File: src/rtl/lin_brk_pkg.sv
package lin_brk_pkg;

    typedef enum logic [2:0] {
        ST_IDLE,
        ST_BRK,
        ST_START,
        ST_DATA,
        ST_PAR,
        ST_STOP
    } rx_state_e;

    typedef struct packed {
        logic wake;
        logic brk_valid;
        logic irq;
        logic rx_valid;
        logic perr;
        logic ferr;
        logic ovr;
    } rx_evt_t;

    function automatic int unsigned sat_inc(input int unsigned v, input int unsigned lim);
        return (v >= lim) ? lim : v + 1;
    endfunction

endpackage

File: src/rtl/lin_brk_sync.sv
module lin_brk_sync #(
    parameter int STAGES = 2
) (
    input  logic clk,
    input  logic rst,
    input  logic din,
    output logic line_o,
    output logic fall_o
);
    logic [STAGES:0] sh_q;

    always_ff @(posedge clk) begin
        if (rst) sh_q <= '1;
        else     sh_q <= {sh_q[STAGES-1:0], din};
    end

    assign line_o = sh_q[STAGES-1];
    assign fall_o = sh_q[STAGES] & ~sh_q[STAGES-1];
endmodule

File: src/rtl/lin_brk_sampler.sv
module lin_brk_sampler #(
    parameter int OVS = 16
) (
    input  logic clk,
    input  logic rst,
    input  logic start_i,
    input  logic run_i,
    input  logic tick_i,
    output logic samp_o
);
    localparam int PH_W = $clog2(OVS);
    localparam logic [PH_W-1:0] HALF_M1 = PH_W'(OVS / 2 - 1);
    localparam logic [PH_W-1:0] FULL_M1 = PH_W'(OVS - 1);

    logic [PH_W-1:0] ph_q;

    always_ff @(posedge clk) begin
        if (rst || start_i) ph_q <= HALF_M1;
        else if (run_i && tick_i) ph_q <= (ph_q == '0) ? FULL_M1 : ph_q - 1'b1;
    end

    assign samp_o = run_i & tick_i & (ph_q == '0);
endmodule

File: src/rtl/lin_brk_lowcnt.sv
module lin_brk_lowcnt
    import lin_brk_pkg::*;
#(
    parameter int CNT_W = 8
) (
    input  logic             clk,
    input  logic             rst,
    input  logic             clr_i,
    input  logic             inc_i,
    output logic [CNT_W-1:0] cnt_o
);
    localparam int unsigned CMAX = (1 << CNT_W) - 1;

    always_ff @(posedge clk) begin
        if (rst || clr_i) cnt_o <= '0;
        else if (inc_i)   cnt_o <= CNT_W'(sat_inc(32'(cnt_o), CMAX));
    end


    no_wrap_chk: assert property (@(posedge clk) disable iff (rst)
        (!clr_i && cnt_o == CNT_W'(CMAX)) |=> (cnt_o == CNT_W'(CMAX)));
endmodule

File: src/rtl/lin_break_detector.sv
module lin_break_detector
    import lin_brk_pkg::*;
#(
    parameter int OVS       = 16,
    parameter int MIN_BITS  = 11,
    parameter int CNT_W     = 8,
    parameter int DATA_W    = 8,
    parameter bit PARITY_EN = 1'b1
) (
    input  logic              clk,
    input  logic              rst,
    input  logic              rxd_i,
    input  logic              tick_i,
    input  logic              brk_mode_i,
    input  logic              brk_clr_i,
    input  logic              rx_ack_i,
    output logic              wake_o,
    output logic              brk_valid_o,
    output logic              irq_o,
    output logic              brk_done_o,
    output logic [DATA_W-1:0] rx_data_o,
    output logic              rx_valid_o,
    output logic              perr_o,
    output logic              ferr_o,
    output logic              ovr_o
);
    localparam int BI_W = $clog2(DATA_W);
    localparam logic [BI_W-1:0] BIT_LAST = BI_W'(DATA_W - 1);

    rx_state_e         state_q;
    rx_evt_t           evt_q;
    logic              done_q, full_q, par_q, pbad_q;
    logic [DATA_W-1:0] shift_q, data_q;
    logic [BI_W-1:0]   bit_q;
    logic              line, fall, samp, eff_brk, low_long, frame_start;
    logic [CNT_W-1:0]  low_cnt;

    lin_brk_sync #(.STAGES(2)) u_sync (
        .clk(clk), .rst(rst), .din(rxd_i), .line_o(line), .fall_o(fall)
    );

    assign frame_start = (state_q == ST_IDLE) && fall;

    lin_brk_sampler #(.OVS(OVS)) u_samp (
        .clk(clk), .rst(rst), .start_i(frame_start),
        .run_i(state_q != ST_IDLE), .tick_i(tick_i), .samp_o(samp)
    );

    lin_brk_lowcnt #(.CNT_W(CNT_W)) u_low (
        .clk(clk), .rst(rst), .clr_i(frame_start),
        .inc_i((state_q == ST_BRK) && samp && !line), .cnt_o(low_cnt)
    );

    assign eff_brk  = brk_mode_i & ~done_q;
    assign low_long = (low_cnt >= CNT_W'(MIN_BITS));

    always_ff @(posedge clk) begin
        if (rst) begin
            state_q <= ST_IDLE;
            evt_q   <= '0;
            done_q  <= 1'b0;
            full_q  <= 1'b0;
            par_q   <= 1'b0;
            pbad_q  <= 1'b0;
            shift_q <= '1;
            data_q  <= '0;
            bit_q   <= '0;
        end else begin
            evt_q <= '0;
            if (rx_ack_i)  full_q <= 1'b0;
            if (brk_clr_i) done_q <= 1'b0;
            case (state_q)
                ST_IDLE: if (fall) begin
                    evt_q.wake <= 1'b1;
                    shift_q    <= '1;
                    bit_q      <= '0;
                    par_q      <= 1'b0;
                    pbad_q     <= 1'b0;
                    state_q    <= eff_brk ? ST_BRK : ST_START;
                end
                ST_BRK: if (samp && line) begin
                    if (low_long) begin
                        evt_q.brk_valid <= 1'b1;
                        evt_q.irq       <= 1'b1;
                        done_q          <= 1'b1;
                    end
                    state_q <= ST_IDLE;
                end
                ST_START: if (samp) state_q <= line ? ST_IDLE : ST_DATA;
                ST_DATA: if (samp) begin
                    shift_q <= {line, shift_q[DATA_W-1:1]};
                    par_q   <= par_q ^ line;
                    bit_q   <= bit_q + 1'b1;
                    if (bit_q == BIT_LAST) state_q <= PARITY_EN ? ST_PAR : ST_STOP;
                end
                ST_PAR: if (samp) begin
                    pbad_q  <= line ^ par_q;
                    state_q <= ST_STOP;
                end
                ST_STOP: if (samp) begin
                    data_q         <= shift_q;
                    evt_q.rx_valid <= 1'b1;
                    evt_q.irq      <= 1'b1;
                    evt_q.ferr     <= ~line;
                    evt_q.perr     <= pbad_q;
                    evt_q.ovr      <= full_q;
                    full_q         <= 1'b1;
                    state_q        <= ST_IDLE;
                end
                default: state_q <= ST_IDLE;
            endcase
        end
    end

    assign wake_o      = evt_q.wake;
    assign brk_valid_o = evt_q.brk_valid;
    assign irq_o       = evt_q.irq;
    assign rx_valid_o  = evt_q.rx_valid;
    assign perr_o      = evt_q.perr;
    assign ferr_o      = evt_q.ferr;
    assign ovr_o       = evt_q.ovr;
    assign brk_done_o  = done_q;
    assign rx_data_o   = data_q;


    brk_irq_chk: assert property (@(posedge clk) disable iff (rst)
        brk_valid_o |-> (irq_o && !rx_valid_o));

    brk_single_chk: assert property (@(posedge clk) disable iff (rst)
        brk_valid_o |=> !brk_valid_o);

    brk_len_chk: assert property (@(posedge clk) disable iff (rst)
        brk_valid_o |-> $past(low_cnt >= CNT_W'(MIN_BITS)));

    done_rise_chk: assert property (@(posedge clk) disable iff (rst)
        $rose(brk_done_o) |-> brk_valid_o);

    brk_shift_chk: assert property (@(posedge clk) disable iff (rst)
        (state_q == ST_BRK) |-> (shift_q == '1));

    brk_quiet_chk: assert property (@(posedge clk) disable iff (rst)
        (state_q == ST_BRK) |=> (!rx_valid_o && !perr_o && !ferr_o && !ovr_o && $stable(rx_data_o)));

    wake_busy_chk: assert property (@(posedge clk) disable iff (rst)
        wake_o |-> (state_q != ST_IDLE));
endmodule

File: config.mk
export PLATFORM = sky130hd
export DESIGN_NAME = lin_break_detector
export DESIGN_NICKNAME = d
export VERILOG_FILES = /design/src/rtl/lin_brk_pkg.sv /design/src/rtl/lin_brk_sync.sv /design/src/rtl/lin_brk_sampler.sv /design/src/rtl/lin_brk_lowcnt.sv /design/src/rtl/lin_break_detector.sv
export SDC_FILE = /design/constraint.sdc
export NUM_CORES = 1
export LEC_CHECK = 0
export BUFFER_PORTS_ARGS = -buffer_cell sky130_fd_sc_hd__buf_2
export CELL_PAD_IN_SITES_DETAIL_PLACEMENT = 1
export CELL_PAD_IN_SITES_GLOBAL_PLACEMENT = 2
export CORE_UTILIZATION = 35
export CTS_CLUSTER_SIZE = 40
export DETAILED_ROUTE_END_ITERATION = 8
export PLACE_DENSITY = 0.82
export SYNTH_ARGS = -nofsm -noshare
export SYNTH_HDL_FRONTEND = slang
export SYNTH_SLANG_ARGS = --single-unit
File: constraint.sdc
create_clock -name clk -period 2.1 [get_ports clk]
set_input_delay 0.42 -clock clk [delete_from_list [all_inputs] [get_ports clk]]
set_output_delay 0.42 -clock clk [all_outputs]
set_load 0.01 [all_outputs]
==> results.json, run 1 <==
{
  "avgViaCountPerCell": 5.16,
  "route.vias.total": 1677,
  "layout-drive-gt1-share_pct": 18.2,
  "largest_net_degree_at_the_start_of_global_routing": 20,
  "gr-total-overflow": 0,
  "finalCriticalPeriod_ns": 1.89,
  "critical_path.endpoint_type": "register",
  "total_die_area_um2": 6130,
  "finalSetupViolations": 0,
  "tightestPinTransition_ns": 0.615,
  "max-cap-violations": 0,
  "setup_tns_ns": 0,
  "syn-num-nets": 239,
  "globalplace.congestion": 0.753,
  "num_io_pins": 23,
  "maxSlewHeadroom_pct": 58.6,
  "mostFrequentLayoutCell": "sky130_fd_sc_hd__dfxtp_1",
  "timing_hold_violations_final": 0,
  "reg2reg_depth": 7,
  "nets_finish": 263,
  "static-leakage-power_uw": 0.00101,
  "dr.first_iter.drc_count": 25,
  "min_period_over_period_pct": 90.2,
  "number_of_synthesized_flops_with_an_enable_pin": 0,
  "synth_flop_cell": "sky130_fd_sc_hd__dfxtp_1",
  "route.antenna.remaining_nets": 0,
  "cts.htree.levels": 2,
  "clock_sink_count": 48,
  "worst_r2r_endpoint": "u_low.cnt_o[7]$_SDFFE_PP0P_",
  "maxClockFrequency_mhz": 528,
  "clock_latency_ns": 0.30,
  "hold_end": "brk_done_o$_SDFF_PP0_",
  "antenna-diode-count": 0,
  "async_reset_ff_share_pct": 0,
  "vdd.ir_drop.worst_uv": 323,
  "floorplan.die.height_um": 78.3,
  "synth.lib_cells_used.distinct": 44,
  "clock_tree.buffer_depth": 2,
  "globalRouteTotalUtil_pct": 16.3,
  "place.detailed.hpwl_um": 3250,
  "ctsRootBufferMaster": "sky130_fd_sc_hd__clkbuf_8",
  "floorplan.core_area_um2": 5540,
  "cp.required_ns": 2.32,
  "critPathArrivalTime_ns": 2.12,
  "clock_tree_from_tritoncts": "done",
  "finalInstanceArea_um2": 2340,
  "cpPeakStageDelay_ns": 0.37,
  "num-fill-cells": 678,
  "start_util_pct": 36.7,
  "detail_route.wl_per_cell_um": 13.9,
  "via_count_of_the_first_global_routing_pass": 1733,
  "multiInputGateArea_um2": 978,
  "remaining_drc_errors": 0,
  "rows": 27,
  "critPathLaunchType": "register",
  "critPathMaxFanout": 9,
  "router_iterations_before_antenna_repair": 4,
  "seq_area_um2": 961,
  "cp_slowest_cell": "sky130_fd_sc_hd__and4b_2",
  "fin_clk_skew_ns": 0.00396,
  "netlist_instances": 228,
  "synth-warning-count": 0,
  "postPlaceCellArea_um2": 2240,
  "hp-start": "brk_clr_i",
  "hold_path.class": "input pin to register",
  "crit-reg2reg-launch": "u_samp.ph_q[0]$_SDFFE_PP1N_",
  "timing_max_transition_violations_final": 0,
  "finalWirelength_um": 4510,
  "final_core_utilization_pct": 42.3,
  "most-common-layout-cells": "sky130_fd_sc_hd__dfxtp_1 (48), sky130_fd_sc_hd__nor2_1 (30), sky130_fd_sc_hd__buf_2 (22)",
  "cellPowerDensity_nw_per_um2": 819,
  "synth_seq_area_share_pct": 47.2,
  "number_of_antenna_violations_at_the_first_check_in_global_routing": 0,
  "synth_area_um2": 2040,
  "wire_length_of_the_first_global_routing_pass_um": 7880,
  "number_of_instances_on_the_worst_hold_path": 2,
  "syn2layout_area_growth_pct": 15.1,
  "rsz_0062_raised_after_global_routing": "false",
  "die_w_um": 78.3,
  "critical_path.cell_chain": "inv_1, ha_1, and4bb_1, and4b_2, and3_4, a21oi_2, a311oi_2",
  "clk_pin_slew_ns": 0.09,
  "timing_worst_setup_path_type": "register to register",
  "io_buffers": 22,
  "mean_cell_area_of_the_mapped_netlist_um2": 8.93,
  "synth-seq-cells": 48,
  "placed_cells_incl_taps": 317,
  "finalNonFillerCells": 325,
  "cts_buffers": 5,
  "run_status": "complete, no violations",
  "reg2reg_slack_ns": 0.21
}
## per-stage QoR
| stage | total power [uW] | hold WS, ns | worst slack (ns) |
|---|---|---|---|
| 6_report | 1920 | 0.275 | 0.205 |
| 5_1_grt | 2010 | 0.277 | 0.0878 |
| 4_1_cts | 1940 | 0.274 | 0.123 |
| 3_5_place_dp | 1350 | 0.400 | 0.149 |
| 3_3_place_gp | 1340 | 0.386 | 0.236 |
| 2_1_floorplan | 1250 | 0.383 | 0.308 |
## state kept, by name (all words and copies together), names as in the netlist, 3 cells and up
| name | flops |
|---|---|
| u_samp.ph_q | 4 |
| bit_q | 3 |
| state_q | 3 |
| shift_q | 8 |
| u_low.cnt_o | 8 |
| u_sync.sh_q | 3 |
| rx_data_o | 8 |
## worst max-delay path: cells and delay by family, from the launching register on
kind / cells / cell delay (ns)
simple gates: 3 / 0.93
flops: 1 / 0.34
compound gates: 2 / 0.30
fa+ha+maj: 1 / 0.16
buf+inv: 1 / 0.08
## how the worst max path moves through the flow
stage	slack, ns	start	endpoint	depth (start not counted)
3_3_place_gp	0.24	u_samp.ph_q[0]$_SDFFE_PP1N_	u_low.cnt_o[7]$_SDFFE_PP0P_	7
2_1_floorplan	0.31	u_samp.ph_q[0]$_SDFFE_PP1N_	u_low.cnt_o[6]$_SDFFE_PP0P_	9
5_1_grt	0.09	u_samp.ph_q[0]$_SDFFE_PP1N_	u_low.cnt_o[7]$_SDFFE_PP0P_	7
4_1_cts	0.12	u_samp.ph_q[0]$_SDFFE_PP1N_	u_low.cnt_o[7]$_SDFFE_PP0P_	7
3_5_place_dp	0.15	u_samp.ph_q[0]$_SDFFE_PP1N_	u_low.cnt_o[7]$_SDFFE_PP0P_	7
6_report	0.21	u_samp.ph_q[0]$_SDFFE_PP1N_	u_low.cnt_o[7]$_SDFFE_PP0P_	7
## kinds of logic after synthesis
| group | Yosys count | synth area share (%) |
|---|---|---|
| xor+xnor | 1 | 0.430 |
| fa+ha+maj | 4 | 2.46 |
| flops | 48 | 47.2 |
| mux | 13 | 6.39 |
| simple gates | 87 | 22.6 |
| buf+inv | 23 | 4.79 |
| compound gates | 52 | 16.2 |
## synthesized netlist by cell type, types with 4 or more instances
master,count,area share [%]
sky130_fd_sc_hd__a21oi_1,18,4.4
sky130_fd_sc_hd__and3_1,4,1.2
sky130_fd_sc_hd__clkbuf_1,10,1.8
sky130_fd_sc_hd__dfxtp_1,48,47
sky130_fd_sc_hd__ha_1,4,2.5
sky130_fd_sc_hd__inv_1,7,1.3
sky130_fd_sc_hd__mux2i_1,13,6.4
sky130_fd_sc_hd__nand2_1,8,1.5
sky130_fd_sc_hd__nand2b_1,4,1.2
sky130_fd_sc_hd__nand3_1,5,1.2
sky130_fd_sc_hd__nand3b_1,4,1.5
sky130_fd_sc_hd__nor2_1,30,5.5
sky130_fd_sc_hd__nor3_1,10,2.5
sky130_fd_sc_hd__o21ai_0,6,1.5
sky130_fd_sc_hd__o21ai_1,5,1.2
sky130_fd_sc_hd__o31ai_1,4,1.5
## layout make-up
type | instances | area share, %
Multi-Input combinational cell | 157 | 41.8
Sequential cell | 48 | 41.0
Timing Repair Buffer | 32 | 7.91
Tap cell | 72 | 3.85
Clock buffer | 6 | 3.53
Inverter | 8 | 1.28
Clock inverter | 2 | 0.641
## routing by layer
metal | share of wire [%] | GRT usage [%] | vias up | wire, um
met5 | 0 | 0 | - | 0
met1 | 48 | 19.1 | 793 | 2170
met4 | 1.5 | 5.56 | 0 | 68
li1 | - | - | 856 | -
met2 | 48 | 28.8 | 21 | 2140
met3 | 2.7 | 3.84 | 7 | 123
## what timing repair did
item / CTS / global route
resized for setup: 0 / 1
setup endpoints to repair: 0 / 1
hold buffers: 0 / 0
setup buffers: 0 / 0
hold endpoints to repair: 0 / 0
## power by group
| group | internal, uW | switching, uW |
|---|---|---|
| sequential | 943 | 70.7 |
| combinational | 136 | 180 |
| clock | 267 | 321 |
| total | 1350 | 571 |
Power figures use the tool's default switching activity.
==> run 2: changes to the inputs <==
Settings changed: CELL_PAD_IN_SITES_DETAIL_PLACEMENT 1 to 0, CELL_PAD_IN_SITES_GLOBAL_PLACEMENT 2 to 1, CORE_UTILIZATION 35 to 38, GPL_ROUTABILITY_DRIVEN set to 0, PLACE_DENSITY 0.82 to 0.8.
==> run 2 against run 1 <==
Effect of this change: clock skew rose by 0.0016 ns; largest cell class unchanged; total power fell by 4.4%; cell area fell by 1.2%; sequential share of layout area rose by 0.49 points; maximum frequency rose by 2.8%; via count fell by 3.5%; critical path depth rose by 1; wire length fell by 14%.
==> results.json, run 2 (synthesis gave the netlist of run 1 again) <==
{
  "run_status": "complete, no violations",
  "setup_tns_ns": 0,
  "number_of_antenna_violations_at_the_first_check_in_global_routing": 0,
  "internal-power_uw": 1300,
  "antenna-diode-count": 0,
  "wire_length_of_the_first_global_routing_pass_um": 6530,
  "tightestPinTransition_ns": 0.588,
  "cts-hold-fix-buffers": 0,
  "timing_max_transition_violations_final": 0,
  "hold_path.class": "input pin to register",
  "finalNonFillerCells": 321,
  "maxClockFrequency_mhz": 543,
  "worst_r2r_endpoint": "shift_q[5]$_SDFFE_PP1P_",
  "crit-reg2reg-launch": "u_samp.ph_q[0]$_SDFFE_PP1N_",
  "clock_latency_ns": 0.30,
  "cp_slowest_cell": "sky130_fd_sc_hd__dfxtp_1",
  "cp.required_ns": 2.29,
  "static-leakage-power_uw": 0.00100,
  "comb_power_share_pct": 16.1,
  "finalCriticalPeriod_ns": 1.84,
  "most-common-layout-cells": "sky130_fd_sc_hd__dfxtp_1 (48), sky130_fd_sc_hd__nor2_1 (30), sky130_fd_sc_hd__buf_2 (22)",
  "finalWirelength_um": 3860,
  "clock_tree.buffer_depth": 2,
  "reg2reg_slack_ns": 0.26,
  "cellPowerDensity_nw_per_um2": 792,
  "setup_ws_ns": 0.258,
  "switching_share_pct": 29.0,
  "critical_path.cell_chain": "inv_1, ha_1, and4bb_1, a31oi_1, or2_1, buf_4, nor3_1, a21oi_1",
  "fin_clk_skew_ns": 0.00557,
  "via_count_of_the_first_global_routing_pass": 1422,
  "die_w_um": 75.2,
  "avgViaCountPerCell": 5.04,
  "syn2layout_area_growth_pct": 13.7,
  "vdd.ir_drop.worst_uv": 366,
  "dr.first_iter.drc_count": 74,
  "cts_repair_resize_count": 0,
  "ctsRootBufferMaster": "sky130_fd_sc_hd__clkbuf_8",
  "reg2reg_depth": 8,
  "cpPeakStageDelay_ns": 0.33,
  "cts.repair_timing.setup_buffer_count": 0,
  "timing_hold_violations_final": 0,
  "critPathArrivalTime_ns": 2.03,
  "place.detailed.hpwl_um": 2680,
  "floorplan.die.height_um": 75.2,
  "cp.buffers_inverters": 2,
  "clock_sink_count": 48,
  "remaining_drc_errors": 0,
  "crit_path_end": "shift_q[5]$_SDFFE_PP1P_",
  "start_util_pct": 39.6,
  "nets_finish": 262,
  "largest_net_degree_at_the_start_of_global_routing": 26,
  "num_io_pins": 23,
  "hold_ws_ns": 0.287,
  "critPathMaxFanout": 11,
  "worst_setup_startpoint": "u_samp.ph_q[0]$_SDFFE_PP1N_",
  "floorplan.core_area_um2": 5140,
  "critPathLaunchType": "register",
  "placed_cells_incl_taps": 314,
  "path_delay_family": "simple AND/OR/NAND/NOR gates",
  "rsz_0062_raised_after_global_routing": "false",
  "maxSlewHeadroom_pct": 60.5,
  "clock_tree_from_tritoncts": "done",
  "globalRouteTotalUtil_pct": 15.4,
  "route.antenna.remaining_nets": 0,
  "layout-drive-gt1-share_pct": 17.1,
  "route.vias.total": 1618,
  "rows": 26,
  "critical_path.endpoint_type": "register",
  "router_iterations_before_antenna_repair": 4,
  "max-cap-violations": 0,
  "logic_depth_of_the_worst_path_buffers_included": 8,
  "clk_pin_slew_ns": 0.08,
  "total_die_area_um2": 5650,
  "switchingPower_uw": 531,
  "gr-total-overflow": 0,
  "cts_buffers": 5,
  "finalSetupViolations": 0,
  "clkPwrFrac_pct": 28.3,
  "share_seq_of_total_power_pct": 55.5,
  "detailedPlace.worstSlack_ns": 0.263,
  "detail_route.wl_per_cell_um": 12.0,
  "timing_worst_setup_path_type": "register to register",
  "cts.htree.levels": 2,
  "mostFrequentLayoutCell": "sky130_fd_sc_hd__dfxtp_1",
  "min_period_over_period_pct": 87.7,
  "io_buffers": 22
}
run 2: cell types whose count changed in the layout (fill, tap and decap cells not counted), sizes merged:
cell      delta
buf          -1
clkbuf       -1
clkinv       +1
clkinvlp     -1
run 2: per-stage QoR:
| step | instance area (um^2) | total power (uW) | util (%) |
|---|---|---|---|
| after floorplan | 2040 | 1250 | - |
| after detailed placement | 2230 | 1330 | 43.5 |
| after global routing | 2310 | 1940 | 45.0 |
| after global placement | 2230 | 1330 | 43.5 |
| final | 2310 | 1830 | 45.0 |
| after CTS | 2310 | 1860 | 45.0 |
run 2: power by group through the flow:
| stage | Clock (uW) | Sequential, uW | Combinational, uW |
|---|---|---|---|
| floorplan | 0 | 983 | 268 |
| global placement | 0 | 1040 | 292 |
| detailed placement | 0 | 1040 | 295 |
| CTS | 543 | 1020 | 297 |
| global route | 578 | 1030 | 331 |
| finish | 519 | 1020 | 296 |
run 2: layer usage:
| layer | part of all wire, % | track usage (%) | routed length (um) |
|---|---|---|---|
| met4 | 1.8 | 6.17 | 68 |
| met2 | 44 | 24.0 | 1680 |
| met5 | 0 | 0 | 0 |
| met1 | 51 | 20.0 | 1980 |
| met3 | 3.3 | 4.82 | 129 |
run 2: cell type report:
cell class,count,area (um^2)
Clock buffer,5,68.8
Clock inverter,2,12.5
Fill cell,535,2830
Inverter,8,30.0
Multi-Input combinational cell,157,977
Sequential cell,48,961
Tap cell,70,87.6
Timing Repair Buffer,31,178
run 2: how the worst min path moves through the flow:
stage	from	slack [ns]	cells past startpoint	end
6_report	brk_clr_i	0.29	2	brk_done_o$_SDFF_PP0_
2_1_floorplan	u_sync.sh_q[0]$_SDFF_PP1_	0.38	1	u_sync.sh_q[1]$_SDFF_PP1_
5_1_grt	brk_clr_i	0.28	2	brk_done_o$_SDFF_PP0_
4_1_cts	brk_clr_i	0.28	2	brk_done_o$_SDFF_PP0_
3_5_place_dp	u_sync.sh_q[0]$_SDFF_PP1_	0.39	1	u_sync.sh_q[1]$_SDFF_PP1_
3_3_place_gp	u_sync.sh_q[0]$_SDFF_PP1_	0.39	1	u_sync.sh_q[1]$_SDFF_PP1_
